`src/rtl/framer_pkg.sv`:
```
package framer_pkg;

  typedef enum logic {
    FR_IDLE = 1'b0,
    FR_SEND = 1'b1
  } fr_state_e;

  // Total frame width built from payload width and nibble width.
  function automatic int unsigned frame_bits(input int unsigned data_w,
                                             input int unsigned nib_w);
    return data_w + 2 * nib_w;
  endfunction

  // Safe counter width for a count limit of at least one.
  function automatic int unsigned count_bits(input int unsigned limit);
    return (limit > 1) ? $clog2(limit) : 1;
  endfunction

endpackage

```
`src/rtl/framer_pacer.sv`:
```
module framer_pacer #(
  parameter int HOLD = 8
) (
  input  logic clk,
  input  logic rst_n,
  output logic bit_tick
);
  localparam int CNT_W = framer_pkg::count_bits(HOLD);
  localparam logic [CNT_W-1:0] LAST = CNT_W'(HOLD - 1);

  logic [CNT_W-1:0] cnt;

  assign bit_tick = (cnt == LAST);

  always_ff @(posedge clk) begin
    if (!rst_n) begin
      cnt <= '0;
    end else if (bit_tick) begin
      cnt <= '0;
    end else begin
      cnt <= cnt + 1'b1;
    end
  end
endmodule

```
`src/rtl/framer_csum.sv`:
```
module framer_csum #(
  parameter int DATA_W = 16,
  parameter int NIB_W  = 4,
  parameter logic [NIB_W-1:0] PREAMBLE = '1
) (
  input  logic [DATA_W-1:0] data,
  output logic [NIB_W-1:0]  sum
);
  localparam int NUM_NIB = DATA_W / NIB_W;

  logic [NIB_W-1:0] nib [NUM_NIB];

  for (genvar g = 0; g < NUM_NIB; g++) begin : g_nib
    assign nib[g] = data[g*NIB_W +: NIB_W];
  end

  // Modulo-2^NIB_W accumulation: carries fall off the top.
  always_comb begin
    sum = PREAMBLE;
    for (int i = 0; i < NUM_NIB; i++) begin
      sum = sum + nib[i];
    end
  end
endmodule

```
`src/rtl/framer_shifter.sv`:
```
module framer_shifter #(
  parameter int FRAME_W = 24
) (
  input  logic               clk,
  input  logic               rst_n,
  input  logic               bit_tick,
  input  logic               load,
  input  logic [FRAME_W-1:0] frame_in,
  output logic               msb,
  output logic               last_bit
);
  localparam int IDX_W = framer_pkg::count_bits(FRAME_W);
  localparam logic [IDX_W-1:0] TOP = IDX_W'(FRAME_W - 1);

  logic [FRAME_W-1:0] shreg;
  logic [IDX_W-1:0]   idx;

  assign msb      = shreg[FRAME_W-1];
  assign last_bit = (idx == '0);

  always_ff @(posedge clk) begin
    if (!rst_n) begin
      shreg <= '0;
      idx   <= '0;
    end else if (bit_tick) begin
      if (load) begin
        shreg <= frame_in;
        idx   <= TOP;
      end else if (!last_bit) begin
        shreg <= {shreg[FRAME_W-2:0], 1'b0};
        idx   <= idx - 1'b1;
      end
    end
  end
endmodule

```
`src/rtl/pkt_framer_ser.sv`:
```
module pkt_framer_ser #(
  parameter int DATA_W = 16,
  parameter int NIB_W  = 4,
  parameter int HOLD   = 8,
  parameter logic [NIB_W-1:0] PREAMBLE = '1
) (
  input  logic              clk,
  input  logic              rst_n,
  input  logic [DATA_W-1:0] pay_data,
  input  logic              pay_valid,
  output logic              pay_ready,
  output logic              bit_out
);
  import framer_pkg::*;

  localparam int FRAME_W = frame_bits(DATA_W, NIB_W);

  fr_state_e          state;
  logic               bit_tick;
  logic               last_bit;
  logic               msb;
  logic               accept;
  logic               frame_active;
  logic [NIB_W-1:0]   csum;
  logic [FRAME_W-1:0] frame;

  framer_pacer #(.HOLD(HOLD)) u_pacer (
    .clk      (clk),
    .rst_n    (rst_n),
    .bit_tick (bit_tick)
  );

  framer_csum #(.DATA_W(DATA_W), .NIB_W(NIB_W), .PREAMBLE(PREAMBLE)) u_csum (
    .data (pay_data),
    .sum  (csum)
  );

  assign frame = {PREAMBLE, pay_data, csum};

  framer_shifter #(.FRAME_W(FRAME_W)) u_shift (
    .clk      (clk),
    .rst_n    (rst_n),
    .bit_tick (bit_tick),
    .load     (accept),
    .frame_in (frame),
    .msb      (msb),
    .last_bit (last_bit)
  );

  assign frame_active = (state == FR_SEND);
  assign pay_ready    = bit_tick && (!frame_active || last_bit);
  assign accept       = pay_ready && pay_valid;
  assign bit_out      = frame_active && msb;

  always_ff @(posedge clk) begin
    if (!rst_n) begin
      state <= FR_IDLE;
    end else if (accept) begin
      state <= FR_SEND;
    end else if (bit_tick && last_bit) begin
      state <= FR_IDLE;
    end
  end
endmodule

```
`config.mk`:
```
export PLATFORM = sky130hd
export DESIGN_NAME = pkt_framer_ser
export DESIGN_NICKNAME = d
export VERILOG_FILES = /design/src/rtl/framer_pkg.sv /design/src/rtl/framer_pacer.sv /design/src/rtl/framer_csum.sv /design/src/rtl/framer_shifter.sv /design/src/rtl/pkt_framer_ser.sv
export SDC_FILE = /design/constraint.sdc
export NUM_CORES = 1
export LEC_CHECK = 0
export BUFFER_PORTS_ARGS = -buffer_cell sky130_fd_sc_hd__buf_4
export CAP_MARGIN = 20
export CORE_ASPECT_RATIO = 0.7
export CORE_UTILIZATION = 52
export CTS_CLUSTER_DIAMETER = 60
export DETAILED_ROUTE_END_ITERATION = 12
export MAX_ROUTING_LAYER = met4
export PLACE_DENSITY = 0.75
export SLEW_MARGIN = 40
export SYNTH_ARGS = -nofsm -noshare
export SYNTH_HDL_FRONTEND = slang
export SYNTH_SLANG_ARGS = --single-unit
```
`constraint.sdc`:
```
create_clock -name clk -period 3.79 [get_ports clk]
set_clock_uncertainty 0.05 [all_clocks]
set_input_delay 1.137 -clock clk [delete_from_list [all_inputs] [get_ports clk]]
set_output_delay 1.137 -clock clk [all_outputs]
set_load 0.01 [all_outputs]
```
======== Word-level counts from Yosys, hierarchy flattened ========
Index checks and enable logic that the tools add are counted.
word-level totals
  register bits after elaboration ......... 33
  bits of input ports ..................... 19
  output and inout bits ................... 2
  word-level logic and storage cells ...... 29
operators by class
  add/subtract/negate cells ............... 6
  eq/ne operators ......................... 2
  multiplexer cells ....................... 6
  bitwise gates (word level) .............. 1
  reductions and logical operators ........ 10
operators by type and width
  cell                                                                     count
  24-bit two-way mux                                                       2
  4-bit adder                                                              3
  5-bit two-way mux                                                        2
  5-bit zero test                                                          1
  5-bit by 1-bit subtractor with 5-bit output, second input constant       1
  4-bit adder, first input constant                                        1
  1-bit logical AND                                                        4
  3-bit by 1-bit adder with 3-bit output, second input constant            1
  3-bit equality test, second input constant                               1
  1-bit two-way mux                                                        2
  2-bit by 1-bit inequality test with 1-bit output, second input constant  1
  2-bit AND reduction                                                      1
  2-bit nonzero test                                                       1
  2-bit OR reduction                                                       1
  1-bit zero test                                                          1
  1-bit logical OR                                                         1
  1-bit NOT                                                                1

======== Logic depth before layout (Yosys ltp) ========
Gate-level depths: netlist (run 1).
  depth in word-level cells ............... 6
  depth in mapped cells ................... 12
  gate-level depth less buffers ........... 12

======== Modules after synthesis ========
Synthesis (run 1) repeated with hierarchy kept, for this count alone.
second synthesis, totals
  cell total of the unflattened synthesis .. 249
  area, all modules ....................... 2087.0 µm²
modules (own cells, without submodules)
  module          instances  cells each  area an instance (µm²)  seq. area each (µm²)
  framer_shifter  1          198         1602.8                  580.6
  framer_csum     1          34          296.5                   0.0
  framer_pacer    1          8           115.1                   60.1
  pkt_framer_ser  1          9           72.6                    20.0

======== Worst setup path before layout (run 1) ========
Ideal clock, no wire load.
  kind .................................... in2reg
  from .................................... input port pay_data[1]
  to ...................................... register u_shift.shreg[3]
  setup time .............................. 0.095 ns
  arrival ................................. 3.637 ns
  required time ........................... 3.645 ns
  setup slack ............................. 0.007 ns
  stages on the path ...................... 12
  buffers on the path ..................... 0
  cells stage by stage .................... inv_1 > ha_1 > fa_1 > inv_1 > fa_1 > ha_1 > inv_1 > fa_1 > xnor2_1 > xnor2_1 > xnor2_1 > o311ai_1
between the ends
  word-level cells in the longest chain between the ends .. 5
RTL lines
  what                       line                  RTL
  start, declared            pkt_framer_ser.sv:9   input logic [DATA_W-1:0] pay_data,
  4-bit adder (4 in series)  framer_csum.sv:21     sum = sum + nib[i];
  24-bit two-way mux         framer_shifter.sv:26  if (load) begin
  end signal, assigned       framer_shifter.sv:27  shreg <= frame_in;
  end signal, assigned       framer_shifter.sv:30  shreg <= {shreg[FRAME_W-2:0], 1'b0};
  end, declared              framer_shifter.sv:15  logic [FRAME_W-1:0] shreg;
Every way passes these cells.
A chain may end at the register's enable or synchronous reset.

======== Final worst setup path (run 1) ========
Ends and elaborated chain as after synthesis.

==> results of run 1 <==
## critical path, stage by stage
cell      delay (ps)
buf_4            120
inv_2             60
ha_4             200
fa_1             500
inv_1             50
fa_1             500
ha_1             140
inv_1             50
fa_2             330
xnor2_1          170
xnor2_1          160
xnor2_1          100
o311ai_1         260
## cell usage in the layout, fill, tap and decap left out, types with 4 or more instances in the layout
| master | Yosys | routed |
|---|---|---|
| dfxtp_1 | 33 | 33 |
| fa_1 | 5 | 4 |
| ha_1 | 10 | 9 |
| buf_4 | 0 | 21 |
| nand2_1 | 47 | 47 |
| inv_1 | 18 | 16 |
| xnor2_1 | 8 | 8 |
| a31oi_1 | 24 | 24 |
| clkbuf_8 | 0 | 6 |
| o21ai_1 | 20 | 20 |
## metrics by stage
stage	worst slack [ps]	std cells	cell area [µm²]	TNS, ps
floorplan	7.108	207	1780	0
global placement	-152.2	261	1866	-153.7
detailed placement	-175.2	261	1866	-176.6
CTS	100.1	268	1952	0
global route	24.69	268	1969	0
finish	169.9	268	1969	0
## per-layer routing
metal | up-vias | GRT usage [%] | wire, µm
met5 | - | - | 0
met4 | 0 | 6.863 | 36
met3 | 5 | 5.325 | 119
met2 | 19 | 30.97 | 1381
met1 | 610 | 28.36 | 1826
li1 | 731 | - | -
## layout make-up
type | instances | area, µm² | area share (%)
flip-flops and latches | 33 | 660.6 | 33.55
well taps | 47 | 58.81 | 2.986
multi-input cells | 141 | 934.6 | 47.46
repair buffers | 21 | 157.7 | 8.005
inverters | 19 | 71.32 | 3.621
clock buffers | 7 | 86.33 | 4.384
## power groups by stage
stage / registers, mW / logic (mW) / clock network (mW)
after CTS: 0.353 / 0.103 / 0.270
after floorplan: 0.360 / 0.0699 / 0
after global placement: 0.360 / 0.0991 / 0
after global routing: 0.353 / 0.117 / 0.284
after detailed placement: 0.361 / 0.102 / 0
final: 0.353 / 0.105 / 0.262
## state kept, by name (all words and copies together), names as in the netlist
register / flops
frame_active: 1
u_pacer.cnt: 3
u_shift.idx: 5
u_shift.shreg: 24
## worst paths after layout
| kind | start | endpoint | slack, ps | cells past startpoint |
|---|---|---|---|---|
| setup / recovery | pay_data[1] | u_shift.shreg[3] | 170 | 13 |
| hold / removal | u_pacer.cnt[0] | u_pacer.cnt[0] | 370 | 1 |
| setup reg to reg | u_shift.idx[0] | u_shift.shreg[2] | 1510 | 6 |
| hold reg to reg | u_pacer.cnt[0] | u_pacer.cnt[0] | 370 | 1 |
## logic make-up after synthesis
logic type	Yosys count
xor+xnor	9
simple gates	61
buf+inv	33
flops	33
fa+ha+maj	15
compound gates	56
## what timing repair did
item	in CTS	in global routing
setup endpoints to repair	0	1
resized for setup	0	4
endpoints found under the hold margin	0	0
==> flow_metrics.tcl, run 1 <==
set metrics [dict create \
    cts_buffer_depth 2 \
    switching_share_pct 23.90 \
    synth_top_area_cell "dfxtp_1" \
    period_share_pct 95.52 \
    ios 21 \
    synth_mux_area_share_pct 0 \
    synthSimpleGateAreaFrac_pct 14.55 \
    vias 1365 \
    h-tree-depth 2 \
    synth_top_area_share_pct 37.10 \
    slew_violations 0 \
    synth-warning-count 0 \
    grt_antenna_before_repair 0 \
    grt_pass1_vias 1243 \
    start_kind "input pin" \
    peakVddDrop_mv 0.2216 \
    start_util_pct 55.43 \
    synth.avg_cell_area_um2 8.601 \
    synth_cell_types 33 \
    netlist_top_cells_area "dfxtp_1 (37%), nand2_1 (9.9%), a31oi_1 (8.4%), ha_1 (7.0%), fa_1 (5.6%)" \
    grt_max_degree 28 \
    port_buffers 20 \
    power_frac_seq_pct 49.0 \
    post-synth-top-count-cell "nand2_1" \
    layout-drive-gt1-share_pct 16.74 \
    grt_usage_pct 21.02 \
    post-route-util_pct 61.32 \
    cts.sinks 33 \
    p_clk_share_pct 36.5 \
    ys_async_sr_fraction_pct 0 \
    powerDensity_mw_per_mm2 365.5 \
    gp_congestion 0.7877 \
    synth_area_mm2 0.001780 \
    root_buffer "clkbuf_8" \
    postRouteAntennaNets 0 \
    num_antenna_cells 0 \
    leakagePower_nw 0.7569 \
    fill_cells 286 \
    grt_pass1_wl_mm 5.720 \
    area_growth_pct 10.61 \
    min_period_ps 3620 \
    synth_compound_area_share_pct 19.89 \
    post-dp-hpwl_mm 2.318 \
    hold_violations 0 \
    worstPathArrival_ps 3760 \
    crit_fanout 2 \
    drc 0 \
    drt-vias-per-instance 5.093 \
    cts_tree "done" \
    synth_xor_area_share_pct 4.427 \
    synth-seq-cells 33 \
    rows 17 \
    fp.dieH_um 50.96 \
    cts_buffers 5 \
    min_path_type "register to register" \
    synth_cells 207 \
    crit_required_ps 3930 \
    grt_overflow 0 \
    drtIter0Drc 107 \
    yosysSeqAreaShare_pct 37.10 \
    switchingPower_mw 0.1720 \
    p_int_mw 0.5477 \
    dieWidth_um 71.94 \
    die_area_mm2 0.003666 \
    wire_per_inst_um 12.55 \
    crit_type "input pin to register" \
    yosys-top-cells-count "nand2_1 (47), dfxtp_1 (33), a31oi_1 (24)" \
    drv_cap 0 \
    outcome "finished, final reports clean" \
    rsz0062_at_grt "false" \
    wirelength_mm 3.363 \
    postCtsSetupRepairBufs 0 \
    clk_latency_ps 280 \
    synth_flop_cell "dfxtp_1" \
    maxSlewHeadroom_pct 62.39 \
    tightest_slew_ps 562.9 \
    critPathCaptureType "register" \
    firstDrtPassIters 4 \
    core_mm2 0.003212 \
    power_mw 0.7197 \
    timing.fmax_mhz 276.2 \
    finalSetupViolCount 0 \
    hold_ws_ps 372.3 \
    syn_nets 241 \
    synth_edf_count 0 \
    synthAdderAreaFrac_pct 12.65 \
    hold_buffers 0 \
    synth_top_family_by_area "compound AO/OA/AOI/OAI gates" \
    clk_pin_slew_ps 60 \
    combPwrFrac_pct 14.5 \
    final_net_count 255 \
]
No activity file was read; power rests on OpenSTA's default activity.
==> run 2, diff against run 1 <==
--- a/config.mk
+++ b/config.mk
@@ -8,11 +8,10 @@
 export BUFFER_PORTS_ARGS = -buffer_cell sky130_fd_sc_hd__buf_4
 export CAP_MARGIN = 20
 export CORE_ASPECT_RATIO = 0.7
-export CORE_UTILIZATION = 52
+export CORE_UTILIZATION = 25
 export CTS_CLUSTER_DIAMETER = 60
 export DETAILED_ROUTE_END_ITERATION = 12
 export MAX_ROUTING_LAYER = met4
-export PLACE_DENSITY = 0.75
 export SLEW_MARGIN = 40
 export SYNTH_ARGS = -nofsm -noshare
 export SYNTH_HDL_FRONTEND = slang
==> run 2 against run 1 <==
  * Global-route usage is 9.5 points lower
  * Maximum frequency shrank 1.2%
  * Combinational power is 13% higher
  * Critical path type unchanged
  * Clock power shrank 6%
  * Non-clock buffer count unchanged
  * Flip-flop and latch count unchanged
  * Largest cell class unchanged
  * First-iteration DRC count down 25%
  * Worst setup slack worse by 45 ps
==> flow_metrics.tcl, run 2 (synthesis results as in run 1) <==
set metrics [dict create \
    gp_congestion 0.7431 \
    timing.fmax_mhz 272.8 \
    r2r_cells 6 \
    crit_fanout 2 \
    die_area_mm2 0.007469 \
    r2r_setup_slack_ps 1550 \
    drtIter0Drc 80 \
    num_antenna_cells 0 \
    p_clk_share_pct 34.3 \
    power_frac_seq_pct 49.1 \
    worstPathArrival_ps 3810 \
    tightest_slew_ps 568.7 \
    powerDensity_mw_per_mm2 353.9 \
    whs_path_depth 1 \
    power_mw 0.7183 \
    cts.sinks 33 \
    start_util_pct 26.11 \
    p_int_mw 0.5330 \
    grt_max_degree 46 \
    fin_setup_tns_ps 0 \
    clk_latency_ps 280 \
    drv_cap 0 \
    leakagePower_nw 0.7655 \
    rsz0062_at_grt "false" \
    grt_usage_pct 11.48 \
    hold_violations 0 \
    postRouteAntennaNets 0 \
    layout-drive-gt1-share_pct 16.36 \
    crit_required_ps 3930 \
    grt_overflow 0 \
    layout_commonest_cell "nand2_1" \
    crit_type "input pin to register" \
    final_cells 314 \
    grt_antenna_before_repair 0 \
    period_share_pct 96.71 \
    dp.cells 308 \
    largest_register "u_shift.shreg" \
    holdPathEnd "u_pacer.cnt[0]" \
    hold_ws_ps 383.5 \
    fill_cells 738 \
    min_period_ps 3665 \
    root_buffer "clkbuf_8" \
    core_mm2 0.006819 \
    mostFrequentLayoutCells "nand2_1 (47), dfxtp_1 (33), a31oi_1 (24)" \
    grt_pass1_wl_mm 6.368 \
    fp.dieH_um 72.61 \
    drc 0 \
    wirelength_mm 3.768 \
    post-dp-hpwl_mm 2.525 \
    vias 1422 \
    top_regs "u_shift.shreg: 24 flops, u_shift.idx: 5 flops, u_pacer.cnt: 3 flops" \
    outcome "finished, final reports clean" \
    rows 25 \
    post-route-util_pct 29.76 \
    area_growth_pct 13.98 \
    worstReg2RegStart "u_shift.idx[0]" \
    hold_buffers 0 \
    h-tree-depth 2 \
    dieWidth_um 102.9 \
    ios 21 \
    peakVddDrop_mv 0.09766 \
    min_path_type "register to register" \
    cts_tree "done" \
    finalSetupViolCount 0 \
    grt_pass1_vias 1341 \
    switchingPower_mw 0.1853 \
    critPathCaptureType "register" \
    min_from "u_pacer.cnt[0]" \
    switching_share_pct 25.80 \
    cts_buffers 5 \
    final_net_count 255 \
    combPwrFrac_pct 16.6 \
    start_kind "input pin" \
    cts_buffer_depth 2 \
    drt-vias-per-instance 4.529 \
    firstDrtPassIters 4 \
    reg2reg_to "u_shift.shreg[2]" \
    port_buffers 20 \
    maxSlewHeadroom_pct 62.00 \
    wire_per_inst_um 12.00 \
    clk_pin_slew_ps 70 \
    slew_violations 0 \
    largest_reg_flops 24 \
]
run 2: changes by cell type in the layout (fill, tap and decap cells not counted):
cell | before | now
xnor2_1 | 8 | 6
xnor2_2 | 0 | 2
o21a_2 | 1 | 0
clkbuf_1 | 1 | 0
clkbuf_8 | 6 | 5
inv_1 | 16 | 18
inv_2 | 2 | 0
clkinv_2 | 0 | 1
o21a_1 | 0 | 1
run 2: through the flow:
step | setup WS (ps) | cell area, µm²
final | 124.7 | 2029
after global routing | 0.1066 | 2029
after CTS | 83.52 | 1999
after detailed placement | -221.0 | 1926
after global placement | -152.3 | 1924
after floorplan | 7.108 | 1780
run 2: power groups by stage:
stage | Sequential [mW] | Combinational [mW] | Clock [mW]
floorplan | 0.360 | 0.0699 | 0
global placement | 0.360 | 0.102 | 0
detailed placement | 0.360 | 0.106 | 0
CTS | 0.353 | 0.107 | 0.252
global route | 0.353 | 0.133 | 0.267
finish | 0.353 | 0.119 | 0.246
run 2: cell type report:
type,instances,area [µm²],area share [%]
inverter,19,71.32,3.514
multi-input combinational,141,948.4,46.73
clock buffer,5,68.82,3.391
clock inverter,1,5.005,0.2466
sequential,33,660.6,32.55
timing repair buffer,21,157.7,7.768
tap,94,117.6,5.795
run 2: worst max-delay path, stage by stage:
cell,delay [ps]
buf_4,110
inv_1,90
ha_4,210
fa_1,500
inv_1,50
fa_1,500
ha_1,140
inv_1,50
fa_2,370
xnor2_2,160
xnor2_2,150
xnor2_1,130
o311ai_1,210
run 2: layer usage:
| metal | wire [µm] | global-route usage [%] | vias up |
|---|---|---|---|
| met5 | 0 | - | - |
| met4 | 40 | 4.225 | 0 |
| met3 | 164 | 3.257 | 5 |
| met2 | 1565 | 15.63 | 28 |
| met1 | 1997 | 15.98 | 660 |
| li1 | - | - | 729 |
run 2: how the worst max path moves through the flow:
| stage | start | end | slack [ps] |
|---|---|---|---|
| 6_report | pay_data[1] | u_shift.shreg[3] | 120 |
| 4_1_cts | pay_data[1] | u_shift.shreg[3] | 80 |
| 3_3_place_gp | pay_data[1] | u_shift.shreg[3] | -150 |
| 5_1_grt | pay_data[1] | u_shift.shreg[3] | 0.1 |
| 2_1_floorplan | pay_data[1] | u_shift.shreg[3] | 7 |
| 3_5_place_dp | pay_data[1] | u_shift.shreg[3] | -220 |
run 2: repair_timing:
| item | in CTS | in global routing |
|---|---|---|
| buffers inserted | 0 | 0 |
| gates resized for setup | 0 | 4 |
| setup endpoints to repair | 0 | 1 |
==> run 3, diff against run 2 <==
--- a/config.mk
+++ b/config.mk
@@ -11,7 +11,7 @@
 export CORE_UTILIZATION = 25
 export CTS_CLUSTER_DIAMETER = 60
 export DETAILED_ROUTE_END_ITERATION = 12
-export MAX_ROUTING_LAYER = met4
+export PLACE_DENSITY = 0.5
 export SLEW_MARGIN = 40
 export SYNTH_ARGS = -nofsm -noshare
 export SYNTH_HDL_FRONTEND = slang
==> run 3 against run 2 <==
  * Via count shrank 2.5%
  * Worst setup slack improved by 5.6 ps
  * Clock power up 6%
  * Critical path type unchanged
  * Critical endpoint unchanged
  * Largest power group unchanged
  * Highest routed layer unchanged
==> flow_metrics.tcl, run 3 (synthesis results as in run 1) <==
set metrics [dict create \
    crit_type "input pin to register" \
    maxSlewHeadroom_pct 60.76 \
    firstDrtPassIters 4 \
    cts_resized 0 \
    worstPathArrival_ps 3800 \
    h-tree-depth 2 \
    largest_reg_flops 24 \
    start_util_pct 26.11 \
    period_share_pct 96.56 \
    post-route-util_pct 29.61 \
    hold_buffers 0 \
    outcome "finished, final reports clean" \
    cts_tree "done" \
    core_mm2 0.006819 \
    vias 1387 \
    cts_buffer_depth 2 \
    multi_input_area_um2 918.4 \
    mostFrequentLayoutCells "nand2_1 (47), dfxtp_1 (33), a31oi_1 (24)" \
    grt_usage_pct 11.20 \
    powerDensity_mw_per_mm2 354.5 \
    num_antenna_cells 0 \
    rsz0062_at_grt "false" \
    power_mw 0.7160 \
    final_area_mm2 0.002019 \
    layout_commonest_cell "nand2_1" \
    cts_buffers 5 \
    drc 0 \
    gp_congestion 0.7208 \
    postCtsSetupRepairBufs 0 \
    grt_pass1_wl_mm 6.361 \
    largest_register "u_shift.shreg" \
    grt_max_degree 46 \
    fin_setup_tns_ps 0 \
    wirelength_mm 3.661 \
    fp.dieH_um 72.61 \
    dpl-instance-area_mm2 0.001933 \
    hold_violations 0 \
    crit_fanout 2 \
    dieWidth_um 102.9 \
    drt-vias-per-instance 4.375 \
    drv_cap 0 \
    start_kind "input pin" \
    cts.sinks 33 \
    slew_violations 0 \
    clk_pin_slew_ps 70 \
    ff_latch_area_um2 660.6 \
    timing.fmax_mhz 273.2 \
    grt_antenna_before_repair 0 \
    peakVddDrop_mv 0.1230 \
    final_net_count 256 \
    postRouteAntennaNets 0 \
    critPathCaptureType "register" \
    cp-startpoint "pay_data[1]" \
    wire_per_inst_um 11.55 \
    drtIter0Drc 46 \
    root_buffer "clkbuf_8" \
    leakagePower_nw 0.7628 \
    layout-drive-gt1-share_pct 15.70 \
    clk_latency_ps 280 \
    tightest_slew_ps 587.4 \
    grt_overflow 0 \
    port_buffers 20 \
    top_regs "u_shift.shreg: 24 flops, u_shift.idx: 5 flops, u_pacer.cnt: 3 flops" \
    worstReg2RegStart "u_shift.idx[0]" \
    post-dp-hpwl_mm 2.564 \
    fill_cells 772 \
    crit_required_ps 3930 \
    area_growth_pct 13.42 \
    rows 25 \
    die_area_mm2 0.007469 \
    ios 21 \
    min_from "u_pacer.cnt[0]" \
    min_path_type "register to register" \
    min_period_ps 3660 \
    grt_pass1_vias 1309 \
    finalSetupViolCount 0 \
]
## run 3: cell type report
| class | count | area share, % |
|---|---|---|
| Clock buffer | 5 | 3.408 |
| Tap cell | 94 | 5.824 |
| Multi-Input combinational cell | 141 | 45.48 |
| Timing Repair Buffer | 22 | 8.178 |
| Clock inverter | 3 | 0.8674 |
| Sequential cell | 33 | 32.71 |
| Inverter | 19 | 3.532 |
## run 3: final timing paths
kind                                          to  slack [ps]  depth (start not counted)
worst min register to register    u_pacer.cnt[0]         380                          1
worst max register to register  u_shift.shreg[2]        1530                          6
worst max-delay path            u_shift.shreg[3]         130                         13
worst min-delay path              u_pacer.cnt[0]         380                          1
## run 3: stage by stage
step / cells / worst slack (ps) / hold slack (ps)
floorplan: 207 / 7.108 / 347.7
CTS: 317 / 114.1 / 387.7
detailed placement: 309 / -181.3 / 376.3
finish: 317 / 130.3 / 382.9
global placement: 309 / -155.1 / 371.6
global route: 317 / 10.48 / 435.8
## run 3: power breakdown
part | switching, mW | internal (mW) | leakage, nW
sequential | 0.00184 | 0.351 | 0.266
clock | 0.134 | 0.127 | 0.0439
combinational | 0.0509 | 0.0524 | 0.453
## run 3: routing by layer
layer | GRT usage (%) | vias to the layer above | wire (µm)
met2 | 15.70 | 22 | 1426
met3 | 3.161 | 2 | 181
met1 | 16.50 | 627 | 2033
met5 | 0 | - | 0
met4 | 3.286 | 0 | 19
li1 | - | 736 | -
## run 3: worst max-delay path: stages
cell and delay, ps:
buf_4 80, inv_1 30, ha_1 300, fa_1 510
inv_1 50, fa_1 500, ha_1 140, inv_1 40
fa_1 370, xnor2_1 150, xnor2_1 190, xnor2_1 80
o311ai_1 210
